### src/rtl/cpwm_pkg.sv
package cpwm_pkg;

    typedef enum logic [1:0] {
        CH_WAIT = 2'd0,
        CH_HIGH = 2'd1,
        CH_DONE = 2'd2
    } ch_state_e;

endpackage

### src/rtl/cpwm_period_ctr.sv
module cpwm_period_ctr #(
    parameter int PERIOD = 4000,
    localparam int CTR_W = $clog2(PERIOD)
) (
    input  logic             clk,
    input  logic             rst,
    output logic [CTR_W-1:0] cnt,
    output logic             first,
    output logic             last
);

    localparam logic [CTR_W-1:0] LAST_POS = CTR_W'(PERIOD - 1);

    always_ff @(posedge clk) begin
        if (rst)
            cnt <= '0;
        else if (cnt == LAST_POS)
            cnt <= '0;
        else
            cnt <= cnt + CTR_W'(1);
    end

    assign first = (cnt == '0);
    assign last  = (cnt == LAST_POS);

endmodule

### src/rtl/cpwm_param_bank.sv
module cpwm_param_bank #(
    parameter int NUM_CH = 6,
    parameter int VAL_W  = 12
) (
    input  logic                    clk,
    input  logic                    rst,
    input  logic                    load,
    input  logic                    wrap,
    input  logic [NUM_CH*VAL_W-1:0] delay_in,
    input  logic [NUM_CH*VAL_W-1:0] high_in,
    output logic [NUM_CH*VAL_W-1:0] act_d,
    output logic [NUM_CH*VAL_W-1:0] act_h
);

    logic [NUM_CH*VAL_W-1:0] shd_d;
    logic [NUM_CH*VAL_W-1:0] shd_h;

    for (genvar k = 0; k < NUM_CH; k++) begin : g_ch
        always_ff @(posedge clk) begin
            if (rst) begin
                shd_d[k*VAL_W +: VAL_W] <= '0;
                shd_h[k*VAL_W +: VAL_W] <= '0;
            end else if (load) begin
                shd_d[k*VAL_W +: VAL_W] <= delay_in[k*VAL_W +: VAL_W];
                shd_h[k*VAL_W +: VAL_W] <= high_in[k*VAL_W +: VAL_W];
            end
        end

        always_ff @(posedge clk) begin
            if (rst) begin
                act_d[k*VAL_W +: VAL_W] <= '0;
                act_h[k*VAL_W +: VAL_W] <= '0;
            end else if (wrap) begin
                act_d[k*VAL_W +: VAL_W] <= load ? delay_in[k*VAL_W +: VAL_W]
                                                : shd_d[k*VAL_W +: VAL_W];
                act_h[k*VAL_W +: VAL_W] <= load ? high_in[k*VAL_W +: VAL_W]
                                                : shd_h[k*VAL_W +: VAL_W];
            end
        end
    end

endmodule

### src/rtl/cpwm_chan_fsm.sv
module cpwm_chan_fsm
    import cpwm_pkg::*;
#(
    parameter int CTR_W = 12,
    parameter int VAL_W = 12
) (
    input  logic             clk,
    input  logic             rst,
    input  logic             first,
    input  logic [CTR_W-1:0] cnt,
    input  logic [VAL_W-1:0] dly,
    input  logic [VAL_W-1:0] len,
    output logic             pwm
);

    ch_state_e        st, cur, nxt;
    logic [VAL_W-1:0] rem, rem_n;
    logic [VAL_W-1:0] pos;

    assign pos = VAL_W'(cnt);

    always_comb begin
        cur   = first ? CH_WAIT : st;
        nxt   = cur;
        rem_n = rem;
        unique case (cur)
            CH_WAIT: begin
                if (pos == dly) begin
                    if (len != '0) begin
                        nxt   = CH_HIGH;
                        rem_n = len - VAL_W'(1);
                    end else begin
                        nxt   = CH_DONE;
                    end
                end
            end
            CH_HIGH: begin
                if (rem == '0)
                    nxt = CH_DONE;
                else
                    rem_n = rem - VAL_W'(1);
            end
            CH_DONE: nxt = CH_DONE;
            default: nxt = CH_WAIT;
        endcase
    end

    always_ff @(posedge clk) begin
        if (rst) begin
            st  <= CH_WAIT;
            rem <= '0;
        end else begin
            st  <= nxt;
            rem <= rem_n;
        end
    end

    always_ff @(posedge clk) begin
        if (rst)
            pwm <= 1'b0;
        else
            pwm <= (nxt == CH_HIGH);
    end

endmodule

### src/rtl/centre_pwm_bank.sv
module centre_pwm_bank #(
    parameter int  NUM_CH = 6,
    parameter int  PERIOD = 4000,
    localparam int VAL_W  = $clog2(PERIOD + 1),
    localparam int CTR_W  = $clog2(PERIOD)
) (
    input  logic                    clk,
    input  logic                    rst,
    input  logic                    load_i,
    input  logic [NUM_CH*VAL_W-1:0] delay_i,
    input  logic [NUM_CH*VAL_W-1:0] high_i,
    output logic [NUM_CH-1:0]       pwm_o
);

    logic [CTR_W-1:0]        cnt;
    logic                    first;
    logic                    last;
    logic [NUM_CH*VAL_W-1:0] act_d;
    logic [NUM_CH*VAL_W-1:0] act_h;

    cpwm_period_ctr #(.PERIOD(PERIOD)) u_ctr (
        .clk   (clk),
        .rst   (rst),
        .cnt   (cnt),
        .first (first),
        .last  (last)
    );

    cpwm_param_bank #(.NUM_CH(NUM_CH), .VAL_W(VAL_W)) u_bank (
        .clk      (clk),
        .rst      (rst),
        .load     (load_i),
        .wrap     (last),
        .delay_in (delay_i),
        .high_in  (high_i),
        .act_d    (act_d),
        .act_h    (act_h)
    );

    for (genvar k = 0; k < NUM_CH; k++) begin : g_chan
        cpwm_chan_fsm #(.CTR_W(CTR_W), .VAL_W(VAL_W)) u_fsm (
            .clk   (clk),
            .rst   (rst),
            .first (first),
            .cnt   (cnt),
            .dly   (act_d[k*VAL_W +: VAL_W]),
            .len   (act_h[k*VAL_W +: VAL_W]),
            .pwm   (pwm_o[k])
        );
    end

endmodule

### config.mk
export PLATFORM = sky130hd
export DESIGN_NAME = centre_pwm_bank
export DESIGN_NICKNAME = d
export VERILOG_FILES = /design/src/rtl/cpwm_pkg.sv /design/src/rtl/cpwm_period_ctr.sv /design/src/rtl/cpwm_param_bank.sv /design/src/rtl/cpwm_chan_fsm.sv /design/src/rtl/centre_pwm_bank.sv
export SDC_FILE = /design/constraint.sdc
export NUM_CORES = 1
export LEC_CHECK = 0
export ABC_AREA = 1
export ABC_CLOCK_PERIOD_IN_PS = 2200
export BUFFER_PORTS_ARGS = -buffer_cell sky130_fd_sc_hd__buf_2
export CAP_MARGIN = 15
export CORE_ASPECT_RATIO = 0.5
export CORE_MARGIN = 2
export CORE_UTILIZATION = 54
export CTS_CLUSTER_SIZE = 10
export DETAILED_ROUTE_END_ITERATION = 8
export PLACE_DENSITY = 0.76
export SLEW_MARGIN = 25
export SYNTH_ARGS = -nofsm -noshare
export SYNTH_HDL_FRONTEND = slang
export SYNTH_SLANG_ARGS = --single-unit
export TNS_END_PERCENT = 1
### constraint.sdc
create_clock -name clk -period 2.2 [get_ports clk]
set_input_delay 0.22 -clock clk [delete_from_list [all_inputs] [get_ports clk]]
set_output_delay 0.22 -clock clk [all_outputs]
set_load 0.03 [all_outputs]
# ---- Yosys cells after proc, flatten, opt, wreduce, memory -nomap -nowiden
# Cells that the tools add are included.
# Widths: inputs -> output; s select.
dict set report word_totals {
  ff_bits 390
  out_inout_bits 6
  word_cells 197
}
dict set report classes {
  n_addsub 13
  n_eq_ne 43
  n_mux 66
  reduce_logical 32
}
# cell n
set ops {}
lappend ops {{$mux 12} 30}
lappend ops {{$pmux 12 s2} 6}
lappend ops {{$sub 12x1->12 const B} 12}
lappend ops {{$logic_not 12->1} 7}
lappend ops {{$eq 12x12->1} 6}
lappend ops {{$reduce_bool 12->1} 6}
lappend ops {{$mux 2} 24}
lappend ops {{$pmux 2 s3} 6}
lappend ops {{$eq 2x1->1 const B} 12}
lappend ops {{$ne 2x1->1 const B} 12}
lappend ops {{$reduce_and 4->1} 6}
lappend ops {{$add 12x1->12 const B} 1}
lappend ops {{$eq 12x12->1 const B} 1}
lappend ops {{$eq 2x2->1 const B} 6}
lappend ops {{$logic_not 2->1} 6}
lappend ops {{$ne 2x2->1 const B} 6}
lappend ops {{$reduce_bool 2->1} 6}
lappend ops {{$reduce_or 2->1} 1}

# ---- Logic depth before layout (Yosys ltp)
# Gate-level depths: netlist of run 1.
dict set report logic_depth {
  ltp_word 5
  ltp_mapped 19
  depth_no_buf 16
}

# ---- Cells and area by module
# A second synthesis of run 1 with hierarchy kept.
dict set report hier_totals {
  hier_cells 3293
  hier_area_um2 20733.6
}
# module n_inst cells_per_inst area_per_inst_um2 seq_area_each_um2
set modules_own_cells {}
lappend modules_own_cells {cpwm_param_bank 1 1536 10976.8 5765.5}
lappend modules_own_cells {cpwm_chan_fsm 6 278 1524.0 300.3}
lappend modules_own_cells {cpwm_period_ctr 1 89 613.1 240.2}

# ---- Worst setup path before layout of run 1
# OpenSTA, ideal clock, no wires.
dict set report synth_path {
  kind {reg2reg}
  startpoint {register u_ctr.cnt[0]}
  endpoint {register g_chan[3].u_fsm.rem[10]}
  setup_time_ns 0.066
  t_arrival_ns 2.199
  required_ns 2.134
  slack_ns -0.066
  stages_incl_launch_ff 19
  n_path_buf 3
  cell_sequence {dfxtp_1 buf_2 inv_1 ha_1 nand2_1 nor2_2 nand2_4 buf_8 nand3_4 buf_8 nand2_1 nand2_2 ha_1 nand3_2 nor2_2 nand2_1 nand2_1 nand2_1 a21oi_2}
}
dict set report synth_between {
  elab_chain_len 5
  elab_cells_between_ends 11
}
# element line
set synth_rtl {}
lappend synth_rtl {{start, declared} cpwm_period_ctr.sv:7} ;# output logic [CTR_W-1:0] cnt,
lappend synth_rtl {{start signal, assigned} cpwm_period_ctr.sv:20} ;# cnt <= cnt + CTR_W'(1);
lappend synth_rtl {{$logic_not 12->1} cpwm_period_ctr.sv:23} ;# assign first = (cnt == '0);
lappend synth_rtl {{$mux 2} cpwm_chan_fsm.sv:23} ;# cur = first ? CH_WAIT : st;
lappend synth_rtl {{$eq 2x1->1 / $logic_not 2->1 (equally long branches)} cpwm_chan_fsm.sv:26} ;# unique case (cur)
lappend synth_rtl {{$ne 2x2->1 (no line) (tied with other cells)} n/a}
lappend synth_rtl {{$reduce_and 4->1 (no line)} n/a}
lappend synth_rtl {{end signal, assigned} cpwm_chan_fsm.sv:54} ;# rem <= rem_n;
lappend synth_rtl {{end, declared} cpwm_chan_fsm.sv:17} ;# logic [VAL_W-1:0] rem, rem_n;
# Several ways; a longest one is shown, not always the timed one.
# A chain may end at the register's enable or synchronous reset.

# ---- Worst setup path in the final report of run 1
dict set report layout_path {
  startpoint {register u_ctr.cnt[8]}
  endpoint {register g_chan[1].u_fsm.rem[4]}
}
dict set report layout_between {
  elab_chain_len 5
  elab_cells_between_ends 11
}
# element line
set layout_rtl {}
lappend layout_rtl {{$logic_not 12->1} cpwm_period_ctr.sv:23}
lappend layout_rtl {{$mux 2} cpwm_chan_fsm.sv:23}
lappend layout_rtl {{$eq 2x1->1 / $logic_not 2->1 (equally long branches)} cpwm_chan_fsm.sv:26}
lappend layout_rtl {{$ne 2x2->1 (no line) (tied with other cells)} n/a}
lappend layout_rtl {{$reduce_and 4->1 (no line)} n/a}
lappend layout_rtl {{end signal, assigned} cpwm_chan_fsm.sv:54}
lappend layout_rtl {{end, declared} cpwm_chan_fsm.sv:17}
# Several ways; a longest one is shown, not always the timed one.

==> impl_metrics.csv, run 1 <==
group,metric,value,unit
yosys,synth_top_area_share,44.2,%
worst_hold_path,min_to,"u_bank.shd_d[12]$_SDFF_PP0_",
global_route,grt_max_degree,77,
setup_path,required,2630,ps
worst_hold_path,min_path_cells,3,
power,peakVddDrop,0.551,mV
yosys,syn_area,17700,sq um
power,power.density,670,nW/um^2
cells_and_area,drive_above_1_share,18.3,%
worst_hold_path,hp-class,"in2reg",
cells_and_area,antenna_cells,0,
drt,wl_met2,23600,um
sta,rsz0062_at_grt,"true",
setup_path,crit_buf_inv,3,
setup_path,critPathTopFamily,"simple AND/OR/NAND/NOR gates",
yosys,synth_commonest_cells,"nor2_1, dfxtp_1, inv_1",
drt,post-route-drc-count,0,
global_route,antenna_found_initial,0,
place,dp_hpwl,31500,um
clock_tree,numClockSinks,390,
place,io_buffers,152,
yosys,yosysSeqAreaShare,44.2,%
clock_tree,cts_tree,"yes",
sta,fin_setup_tns,0,ps
yosys,avgSynthCellArea,7.18,sq um
drt,avgRoutedWirePerCell,15.6,um
clock_tree,h-tree-depth,2,
yosys,synth_seq_cells,390,
drt,ant_nets,0,
die,die_area,34300,sq um
setup_path,regToRegSetupSlack,2,ps
sta,final_max_slew_viol_count,0,
drt,viasPerCell,5.32,
setup_path,cpMostUsedCell,"nand2_1",
global_route,grt_pass1_wl,80200,um
yosys,synthDistinctLibCells,46,
setup_path,rr_worst_depth,12,
sta,fmax,0.455,GHz
die,fp-row-count,46,
clock_tree,numCtsBuffers,45,
setup_path,slowest_delay,390,ps
global_route,first_global_vias,16451,
place,pre_cts_slack,-24.1,ps
setup_path,critPathKind,"reg2reg",
yosys,ys.flop_type,"dfxtp_1",
drt,detail_route.wirelength.met1,22100,um
power,p_leak,12.2,nW
yosys,yosysWarningCount,0,
drt,via_count,17237,
cells_and_area,num-fill-cells,2347,
clock_tree,clkSlewWorstSetupHoldPaths,50,ps
place,gp_congestion,0.957,
setup_path,cp_data_arrival_time,2630,ps
cells_and_area,area_growth,28.4,%
yosys,synth_nets,2613,
sta,finalClockSkew,21.3,ps
power,finalPower,15.2,mW
setup_path,timing.rr.end,"g_chan[1].u_fsm.rem[4]$_SDFFE_PP0P_",
clock_tree,clk-insertion-delay-late,560,ps
yosys,netlist_instances,2458,
drt,drtIter0Drc,1250,
die,boundaryPins,153,
sta,fin_crit,2200,ps
drt,firstDrtPassIters,6,
die,initial_core_util,55.3,%
sta,post-route-period-util,99.9,%
drt,met3RoutedLength,3240,um
die,die_h,132,um
yosys,synth-async-reset-ratio,0,%
global_route,gr-total-overflow,0,
drt,highest_layer,"met4",
sta,worst_hold_slack,1.48,ps
setup_path,cp_slowest_cell,"dfxtp_1",
run,maxCapViolations,0,
die,core-area,31900,sq um
clock_tree,clockRootBuffer,"clkbuf_16",
setup_path,crit_chain,"buf_6 > xnor2_1 > nand2_1 > nor3_1 > nand3b_1 > nor2_1 > nand2_1 > nand2_1 > buf_4 > inv_1 > nor3_1 > nor2_1",
sta,finalWorstSetupSlack,1.75,ps
sta,final-setup-viol-count,0,
setup_path,start_kind,"flip-flop",
status,status,"complete, no violations",
place,postPlaceCellArea,19300,sq um
clock_tree,ctsLongestPathBuffers,3,
sta,worst_pin_slew,485,ps
yosys,synth_edf_count,0,
setup_path,crit_path_end_kind,"flip-flop",
sta,hold_viol,0,
cells_and_area,nNetsFinal,2957,
yosys,yosys.cell_count.top_type,"nor2_1",
drt,routed_wl,50500,um
place,placed_cells,3020,
global_route,track_usage,28.1,%
sta,relSlewSlack,67.4,%
die,die_x,260,um
cells_and_area,fin_util,71.0,%
yosys,yosysTopAreaCell,"dfxtp_1",
setup_path,r2r_start,"u_ctr.cnt[8]$_SDFF_PP0_",
worst_hold_path,holdCritStartpoint,"delay_i[12]",
setup_path,crit_path_max_fanout,9,
cells_and_area,final_cells,3239,
yosys,synthTopCellsByArea,"dfxtp_1, nor2_1, inv_1",
cells_and_area,stdcell_area,22700,sq um
routing by layer:
metal	global-route usage (%)	up-vias
li1	-	8543
met1	37.4	7942
met2	46.2	618
met3	5.02	134
met4	9.58	0
met5	0	-
power by group:
| group | switching [mW] | internal (mW) |
|---|---|---|
| Clock | 2.81 | 3.70 |
| Sequential | 0.0587 | 7.27 |
| Combinational | 0.735 | 0.615 |
how the worst max path moves through the flow:
stage / depth (start not counted) / end / start / slack [ps]
floorplan: 16 / g_chan[2].u_fsm.rem[10]$_SDFFE_PP0P_ / u_ctr.cnt[0]$_SDFF_PP0_ / 0.1
global placement: 15 / g_chan[5].u_fsm.rem[8]$_SDFFE_PP0P_ / u_ctr.cnt[0]$_SDFF_PP0_ / 40
detailed placement: 15 / g_chan[2].u_fsm.rem[4]$_SDFFE_PP0P_ / u_ctr.cnt[1]$_SDFF_PP0_ / -20
CTS: 16 / g_chan[5].u_fsm.rem[8]$_SDFFE_PP0P_ / u_ctr.cnt[0]$_SDFF_PP0_ / -20
global route: 17 / g_chan[4].u_fsm.rem[4]$_SDFFE_PP0P_ / u_ctr.cnt[1]$_SDFF_PP0_ / -150
finish: 12 / g_chan[1].u_fsm.rem[4]$_SDFFE_PP0P_ / u_ctr.cnt[8]$_SDFF_PP0_ / 2
final cells by class:
type	instances	area (sq um)	area share (%)
clock inverter	4	45.0	0.199
timing repair buffer	427	3490	15.4
multi-input combinational	1554	8170	36.1
sequential	390	7810	34.5
clock buffer	48	1160	5.10
tap	432	541	2.38
inverter	384	1460	6.43
state kept, by name, indices dropped and copies added, names as in the netlist:
signal            flops
u_bank.act_d         72
u_bank.act_h         72
g_chan.u_fsm.pwm      6
g_chan.u_fsm.rem     72
g_chan.u_fsm.st      12
u_bank.shd_h         72
u_bank.shd_d         72
u_ctr.cnt            12
logic make-up (layout without fill, tap and decap cells):
| group | after synthesis | count (layout) | synth area share, % |
|---|---|---|---|
| fa+ha+maj | 8 | 8 | 0.567 |
| simple gates | 1059 | 1061 | 26.5 |
| buf+inv | 516 | 863 | 12.1 |
| compound gates | 420 | 420 | 13.4 |
| mux | 2 | 2 | 0.128 |
| flops | 390 | 390 | 44.2 |
| xor+xnor | 63 | 63 | 3.12 |
worst min-delay path, cell delays in order:
cell and delay, ps:
buf_2 80, nor2_1 40, nor2_1 160
cells in the final DEF (no fill, tap or decap), types with 11 or more instances in the layout:
cell,instances
nor2_1,411
dfxtp_1,386
inv_1,363
nand2_1,319
o21ai_0,204
buf_2,151
o22ai_1,144
dlygate4sd3_1,138
buf_4,104
nand3_1,98
nand4_1,56
clkbuf_16,49
nand2_2,40
xnor2_1,35
xor2_1,28
nor4_1,27
a21oi_1,26
nor3_1,22
nor2_4,18
o21ai_2,18
nand2_4,16
nor2_2,15
buf_12,14
buf_6,14
inv_2,11
timing repair:
action | in CTS | in global routing
hold endpoints to repair | 138 | 0
buffers inserted | 0 | 22
endpoints found under the setup margin | 5 | 201
cloned | 0 | 7
hold buffers | 138 | 0
pin swaps | 0 | 33
gates resized for setup | 2 | 144
Note: power is estimated with default switching activity, not from simulation.
==> run 2: changes to the inputs <==
--- a/config.mk
+++ b/config.mk
@@ -11,12 +11,13 @@
 export CAP_MARGIN = 15
 export CORE_ASPECT_RATIO = 0.5
 export CORE_MARGIN = 2
-export CORE_UTILIZATION = 54
+export CORE_UTILIZATION = 42
 export CTS_CLUSTER_SIZE = 10
 export DETAILED_ROUTE_END_ITERATION = 8
-export PLACE_DENSITY = 0.76
+export MAX_ROUTING_LAYER = met4
 export SLEW_MARGIN = 25
 export SYNTH_ARGS = -nofsm -noshare
 export SYNTH_HDL_FRONTEND = slang
+export SYNTH_HIERARCHICAL = 1
 export SYNTH_SLANG_ARGS = --single-unit
 export TNS_END_PERCENT = 1
==> run 2 against run 1 <==
The flow now finishes with violations (setup timing). Hold slack better by 27 ps. Setup slack got worse by 60 ps. First-iteration DRC count down 2.6%.
==> impl_metrics.csv, run 2 <==
group,metric,value,unit
status,status,"finished, violations left",
status,violations,"setup timing",
cells_and_area,layout_commonest_cell,"nand2_1",
setup_path,start_kind,"flip-flop",
yosys,yosysWarningCount,6,
clock_tree,clkSlewWorstSetupHoldPaths,60,ps
power,finalPower,15.0,mW
yosys,yosys.cell_count.top_type,"nand2_1",
yosys,synthDistinctLibCells,35,
yosys,synth_commonest_cells,"nand2_1, nor2_1, inv_1",
yosys,syn_area,20700,sq um
drt,firstDrtPassIters,5,
clock_tree,cts_tree,"yes",
yosys,ys.flop_type,"dfxtp_1",
worst_hold_path,holdCritStartpoint,"rst",
power,power.density,575,nW/um^2
drt,via_count,20131,
sta,hold_viol,0,
sta,fin_setup_tns,-493,ps
cells_and_area,area_growth,26.3,%
setup_path,r2r_start,"u_ctr/cnt[10]$_SDFF_PP0_",
die,fp-row-count,57,
die,initial_core_util,42.6,%
global_route,track_usage,22.4,%
yosys,netlist_instances,3293,
run,maxCapViolations,0,
yosys,yosysSeqAreaShare,37.7,%
die,die_x,318,um
setup_path,critPathLaunch,"u_ctr/cnt[10]$_SDFF_PP0_",
place,io_buffers,152,
power,peakVddDrop,0.455,mV
sta,final-setup-viol-count,16,
place,gp_congestion,0.939,
sta,post-route-period-util,103,%
global_route,grt_max_degree,145,
setup_path,critPathTopFamily,"simple AND/OR/NAND/NOR gates",
yosys,synth_seq_cells,390,
sta,finalClockSkew,20.2,ps
sta,final_max_slew_viol_count,0,
sta,relSlewSlack,56.9,%
yosys,synth_edf_count,0,
die,die_h,161,um
setup_path,crit_chain,"nor4_4 > nand2_1 > nor2_4 > buf_8 > buf_4 > nor2_4 > buf_4 > nand3_1 > nand2_2 > buf_4 > buf_4 > xor2_1 > nor2_1 > nor2_1",
setup_path,crit_path_max_fanout,5,
setup_path,crit_path_end_kind,"flip-flop",
clock_tree,numClockSinks,390,
global_route,gr-total-overflow,0,
power,p_leak,13.1,nW
setup_path,cp_slowest_cell,"dfxtp_4",
drt,drtIter0Drc,1217,
clock_tree,clockRootBuffer,"clkbuf_16",
die,die_area,51300,sq um
sta,fmax,0.443,GHz
die,boundaryPins,153,
yosys,synth-async-reset-ratio,0,%
place,dp_hpwl,38200,um
cells_and_area,num-fill-cells,4835,
global_route,grt_pass1_wl,92900,um
sta,finalWorstSetupSlack,-58.5,ps
clock_tree,h-tree-depth,2,
setup_path,cpMostUsedCell,"buf_4",
yosys,yosysTopAreaCell,"dfxtp_1",
setup_path,crit_buf_inv,5,
drt,routed_wl,56200,um
drt,avgRoutedWirePerCell,13.0,um
drt,ant_nets,0,
setup_path,slowest_delay,350,ps
setup_path,critPathKind,"reg2reg",
yosys,synthTopCellsByArea,"dfxtp_1, nand2_1, nor2_1",
sta,fin_crit,2260,ps
cells_and_area,nNetsFinal,3833,
yosys,avgSynthCellArea,6.30,sq um
cells_and_area,final_cell_mix,"nand2_1, nor2_1, inv_1, dfxtp_1, nand3_1",
global_route,antenna_found_initial,0,
clock_tree,numCtsBuffers,45,
cells_and_area,antenna_cells,0,
die,core-area,48600,sq um
yosys,synth_nets,3448,
sta,rsz0062_at_grt,"true",
setup_path,cp_data_arrival_time,2710,ps
worst_hold_path,hp-class,"in2reg",
setup_path,required,2650,ps
yosys,synth_top_area_share,37.7,%
cells_and_area,drive_above_1_share,16.2,%
sta,worst_pin_slew,646,ps
clock_tree,ctsLongestPathBuffers,3,
global_route,first_global_vias,19126,
drt,viasPerCell,4.64,
drt,post-route-drc-count,0,
clock_tree,clk-insertion-delay-late,570,ps
[run 2: repair_timing]
action / CTS / global route
endpoints found under the setup margin: 43 / 210
cloned: 0 / 3
pin swaps: 7 / 22
resized for setup: 13 / 62
hold buffers: 145 / 0
buffers inserted: 5 / 5
hold endpoints to repair: 251 / 0
[run 2: final cells by class]
type	instances	area, sq um	area share (%)
Multi-Input combinational cell	2335	10800	41.2
Sequential cell	390	7820	29.9
Timing Repair Buffer	463	3870	14.8
Inverter	443	1680	6.40
Clock buffer	50	1170	4.49
Tap cell	649	812	3.10
Clock inverter	4	42.5	0.162
[run 2: cell families (layout without fill, tap and decap cells)]
family	after synthesis	in the layout	share of synthesized area [%]
flip-flops	390	390	37.7
adder cells (fa/ha/maj)	8	8	0.483
buffers and inverters	568	960	11.8
AND/OR/NAND/NOR	2072	2072	43.0
XOR/XNOR	39	39	1.65
AO/OA/AOI/OAI	216	216	5.36
[run 2: where the power goes]
part	internal, mW	leakage (nW)	switching [mW]
registers	7.23	3.17	0.0581
clock network	3.74	0.601	2.87
logic	0.499	9.30	0.646
total	11.5	13.1	3.58
[run 2: stage by stage]
stage | cell area (sq um) | worst slack [ps] | util (%) | hold WS, ps | std cells
after global routing | 26200 | -227 | 53.8 | 17.4 | 4334
after detailed placement | 23100 | -113 | 47.4 | 460 | 4122
final | 26200 | -58.5 | 53.8 | 28.4 | 4334
after global placement | 23100 | -66.9 | 47.4 | 455 | 4122
after floorplan | 20800 | -264 | - | 292 | 3293
after CTS | 25900 | -4.56 | 53.1 | 7.20 | 4326
[run 2: routing by layer]
layer	up-vias	part of all wire, %	GRT usage (%)
li1	10737	-	-
met1	8966	46	28.3
met2	343	47	37.6
met3	85	4.6	3.35
met4	0	2.1	5.97
met5	-	0	-
[run 2: final timing paths]
kind	to	slack, ps	depth (start not counted)
worst min-delay path	u_bank/shd_h[15]$_SDFF_PP0_	30	2
worst min register to register	u_bank/shd_d[13]$_SDFF_PP0_	470	2
worst max-delay path	g_chan[4].u_fsm/rem[3]$_SDFFE_PP0P_	-60	14
worst max register to register	g_chan[4].u_fsm/rem[3]$_SDFFE_PP0P_	-60	14
==> run 3: changes to the inputs <==
--- a/config.mk
+++ b/config.mk
@@ -18,6 +18,5 @@
 export SLEW_MARGIN = 25
 export SYNTH_ARGS = -nofsm -noshare
 export SYNTH_HDL_FRONTEND = slang
-export SYNTH_HIERARCHICAL = 1
 export SYNTH_SLANG_ARGS = --single-unit
 export TNS_END_PERCENT = 1
==> run 3 against run 2 <==
The run now ends clean. Largest cell class unchanged. Hold slack worse by 11 ps. Sequential share of layout area is 4.6 points higher. Power is 1.0% higher. Clock skew is 13 ps higher. Sequential cell count stayed put. Via count is 17% lower. Routed wire length is 13% lower. Die area is 15% lower. Global-route usage is 0.59 points higher. Critical path depth is 4 higher. Critical endpoint is now g_chan[3].u_fsm.rem[9]$_SDFFE_PP0P_. Clock-buffer cell count is 3 lower.
==> impl_metrics.csv, run 3 (synthesis gave the netlist of run 1 again) <==
group,metric,value,unit
sta,hold_viol,0,
global_route,met3_usage,3.20,%
worst_hold_path,hp-class,"in2reg",
drt,routed_wl,49000,um
power,p_leak,12.2,nW
cells_and_area,regArea,7820,sq um
sta,fin_setup_tns,0,ps
setup_path,r2r_start,"u_ctr.cnt[1]$_SDFF_PP0_",
cells_and_area,final_cell_mix,"nor2_1, dfxtp_1, inv_1, nand2_1, o21ai_0",
sta,finalClockSkew,33.5,ps
drt,via_count,16616,
setup_path,crit_chain,"inv_2 > ha_4 > nand2_4 > nor2_4 > nand2_4 > buf_12 > buf_8 > nand3_4 > buf_12 > buf_8 > o21ai_4 > nand2_4 > nor2_4 > nand2_1 > nand2_1 > nand3_1 > nand2_1 > inv_1",
global_route,grt_max_degree,71,
cells_and_area,num-fill-cells,3971,
setup_path,crit_path_end_kind,"flip-flop",
die,die_h,149,um
cells_and_area,fin_util,54.5,%
clock_tree,h-tree-depth,2,
sta,fmax,0.455,GHz
worst_hold_path,holdCritStartpoint,"delay_i[35]",
cells_and_area,drive_above_1_share,17.7,%
cells_and_area,layout_commonest_cell,"nor2_1",
setup_path,critPathLaunch,"u_ctr.cnt[1]$_SDFF_PP0_",
sta,final_max_slew_viol_count,0,
setup_path,critPathTopFamily,"simple AND/OR/NAND/NOR gates",
setup_path,slowest_delay,330,ps
setup_path,timing.rr.end,"g_chan[3].u_fsm.rem[9]$_SDFFE_PP0P_",
sta,finalWorstSetupSlack,4.35,ps
setup_path,cp_data_arrival_time,2640,ps
setup_path,rr_worst_depth,18,
setup_path,cp_slowest_cell,"dfxtp_2",
setup_path,crit_path_max_fanout,7,
global_route,antenna_found_initial,0,
drt,firstDrtPassIters,5,
worst_hold_path,min_to,"u_bank.shd_d[35]$_SDFF_PP0_",
setup_path,crit_buf_inv,6,
power,peakVddDrop,0.497,mV
cells_and_area,area_growth,28.7,%
place,io_buffers,152,
clock_tree,clk-insertion-delay-late,570,ps
drt,ant_nets,0,
clock_tree,cts_tree,"yes",
drt,viasPerCell,4.96,
cells_and_area,final_cells,3348,
cells_and_area,antenna_cells,0,
sta,worst_hold_slack,17.7,ps
clock_tree,ctsLongestPathBuffers,3,
die,die_x,294,um
setup_path,regToRegSetupSlack,4,ps
drt,post-route-drc-count,0,
drt,drtIter0Drc,968,
place,gp_congestion,0.897,
place,dp_hpwl,32800,um
global_route,gr-total-overflow,0,
clock_tree,numClockSinks,390,
sta,fin_crit,2200,ps
global_route,use_met2,36.7,%
clock_tree,clkSlewWorstSetupHoldPaths,60,ps
status,status,"complete, no violations",
cells_and_area,multi_input_area,8100,sq um
die,fp-row-count,53,
clock_tree,numCtsBuffers,45,
sta,final-setup-viol-count,0,
die,core-area,41700,sq um
drt,avgRoutedWirePerCell,14.6,um
sta,relSlewSlack,66.2,%
clock_tree,clockRootBuffer,"clkbuf_16",
die,boundaryPins,153,
setup_path,critPathKind,"reg2reg",
setup_path,required,2640,ps
sta,worst_pin_slew,507,ps
die,initial_core_util,42.3,%
global_route,track_usage,23.0,%
setup_path,start_kind,"flip-flop",
global_route,grt_pass1_wl,80100,um
cells_and_area,nNetsFinal,2949,
sta,post-route-period-util,99.8,%
place,placed_cells,3136,
die,die_area,43800,sq um
power,power.density,669,nW/um^2
global_route,grtUsageMet1,30.6,%
global_route,grt.busiest_layer,"met2",
place,pre_cts_slack,-87.6,ps
global_route,first_global_vias,16012,
run,maxCapViolations,0,
worst_hold_path,min_path_cells,3,
sta,rsz0062_at_grt,"true",
run 3: layer usage:
metal | share of wire [%] | vias up
met5 | 0 | -
met1 | 49 | 7631
li1 | - | 8555
met2 | 45 | 327
met3 | 4.0 | 103
met4 | 2.6 | 0
run 3: worst max-delay path by stage:
stage	to	slack (ps)	cells past startpoint
floorplan	g_chan[2].u_fsm.rem[10]$_SDFFE_PP0P_	0.1	16
global placement	g_chan[3].u_fsm.rem[7]$_SDFFE_PP0P_	-50	16
detailed placement	g_chan[5].u_fsm.rem[8]$_SDFFE_PP0P_	-90	17
CTS	g_chan[3].u_fsm.rem[9]$_SDFFE_PP0P_	-60	18
global route	g_chan[1].u_fsm.rem[8]$_SDFFE_PP0P_	-160	16
finish	g_chan[3].u_fsm.rem[9]$_SDFFE_PP0P_	4	18
run 3: power by group:
part / internal (mW) / total [mW] / leakage (nW) / switching [mW]
registers: 7.26 / 7.32 / 3.18 / 0.0512
clock network: 3.65 / 6.52 / 0.587 / 2.87
logic: 0.629 / 1.36 / 8.39 / 0.731
total: 11.5 / 15.2 / 12.2 / 3.65
run 3: repair_timing:
action,4_1_cts,5_1_grt
hold endpoints to repair,137,0
pin swaps,11,23
setup endpoints to repair,33,210
hold buffers,137,0
buffers inserted,13,7
cloned,4,0
gates resized for setup,46,85
run 3: cell type report:
cell class,instances,area share (%)
multi-input combinational,1553,35.7
inverter,384,6.44
sequential,390,34.4
tap,550,3.03
clock buffer,47,4.99
clock inverter,4,0.297
timing repair buffer,420,15.2
run 3: tightest hold or removal path, cell delays in order:
cell    delay (ps)
buf_2          100
nor2_1          60
nor2_1         140
run 3: per-stage QoR:
stage / total power [mW] / cell area, sq um
6_report: 15.2 / 22700
5_1_grt: 15.8 / 22700
4_1_cts: 15.3 / 22400
3_5_place_dp: 8.51 / 19500
3_3_place_gp: 8.49 / 19500
2_1_floorplan: 8.07 / 17700
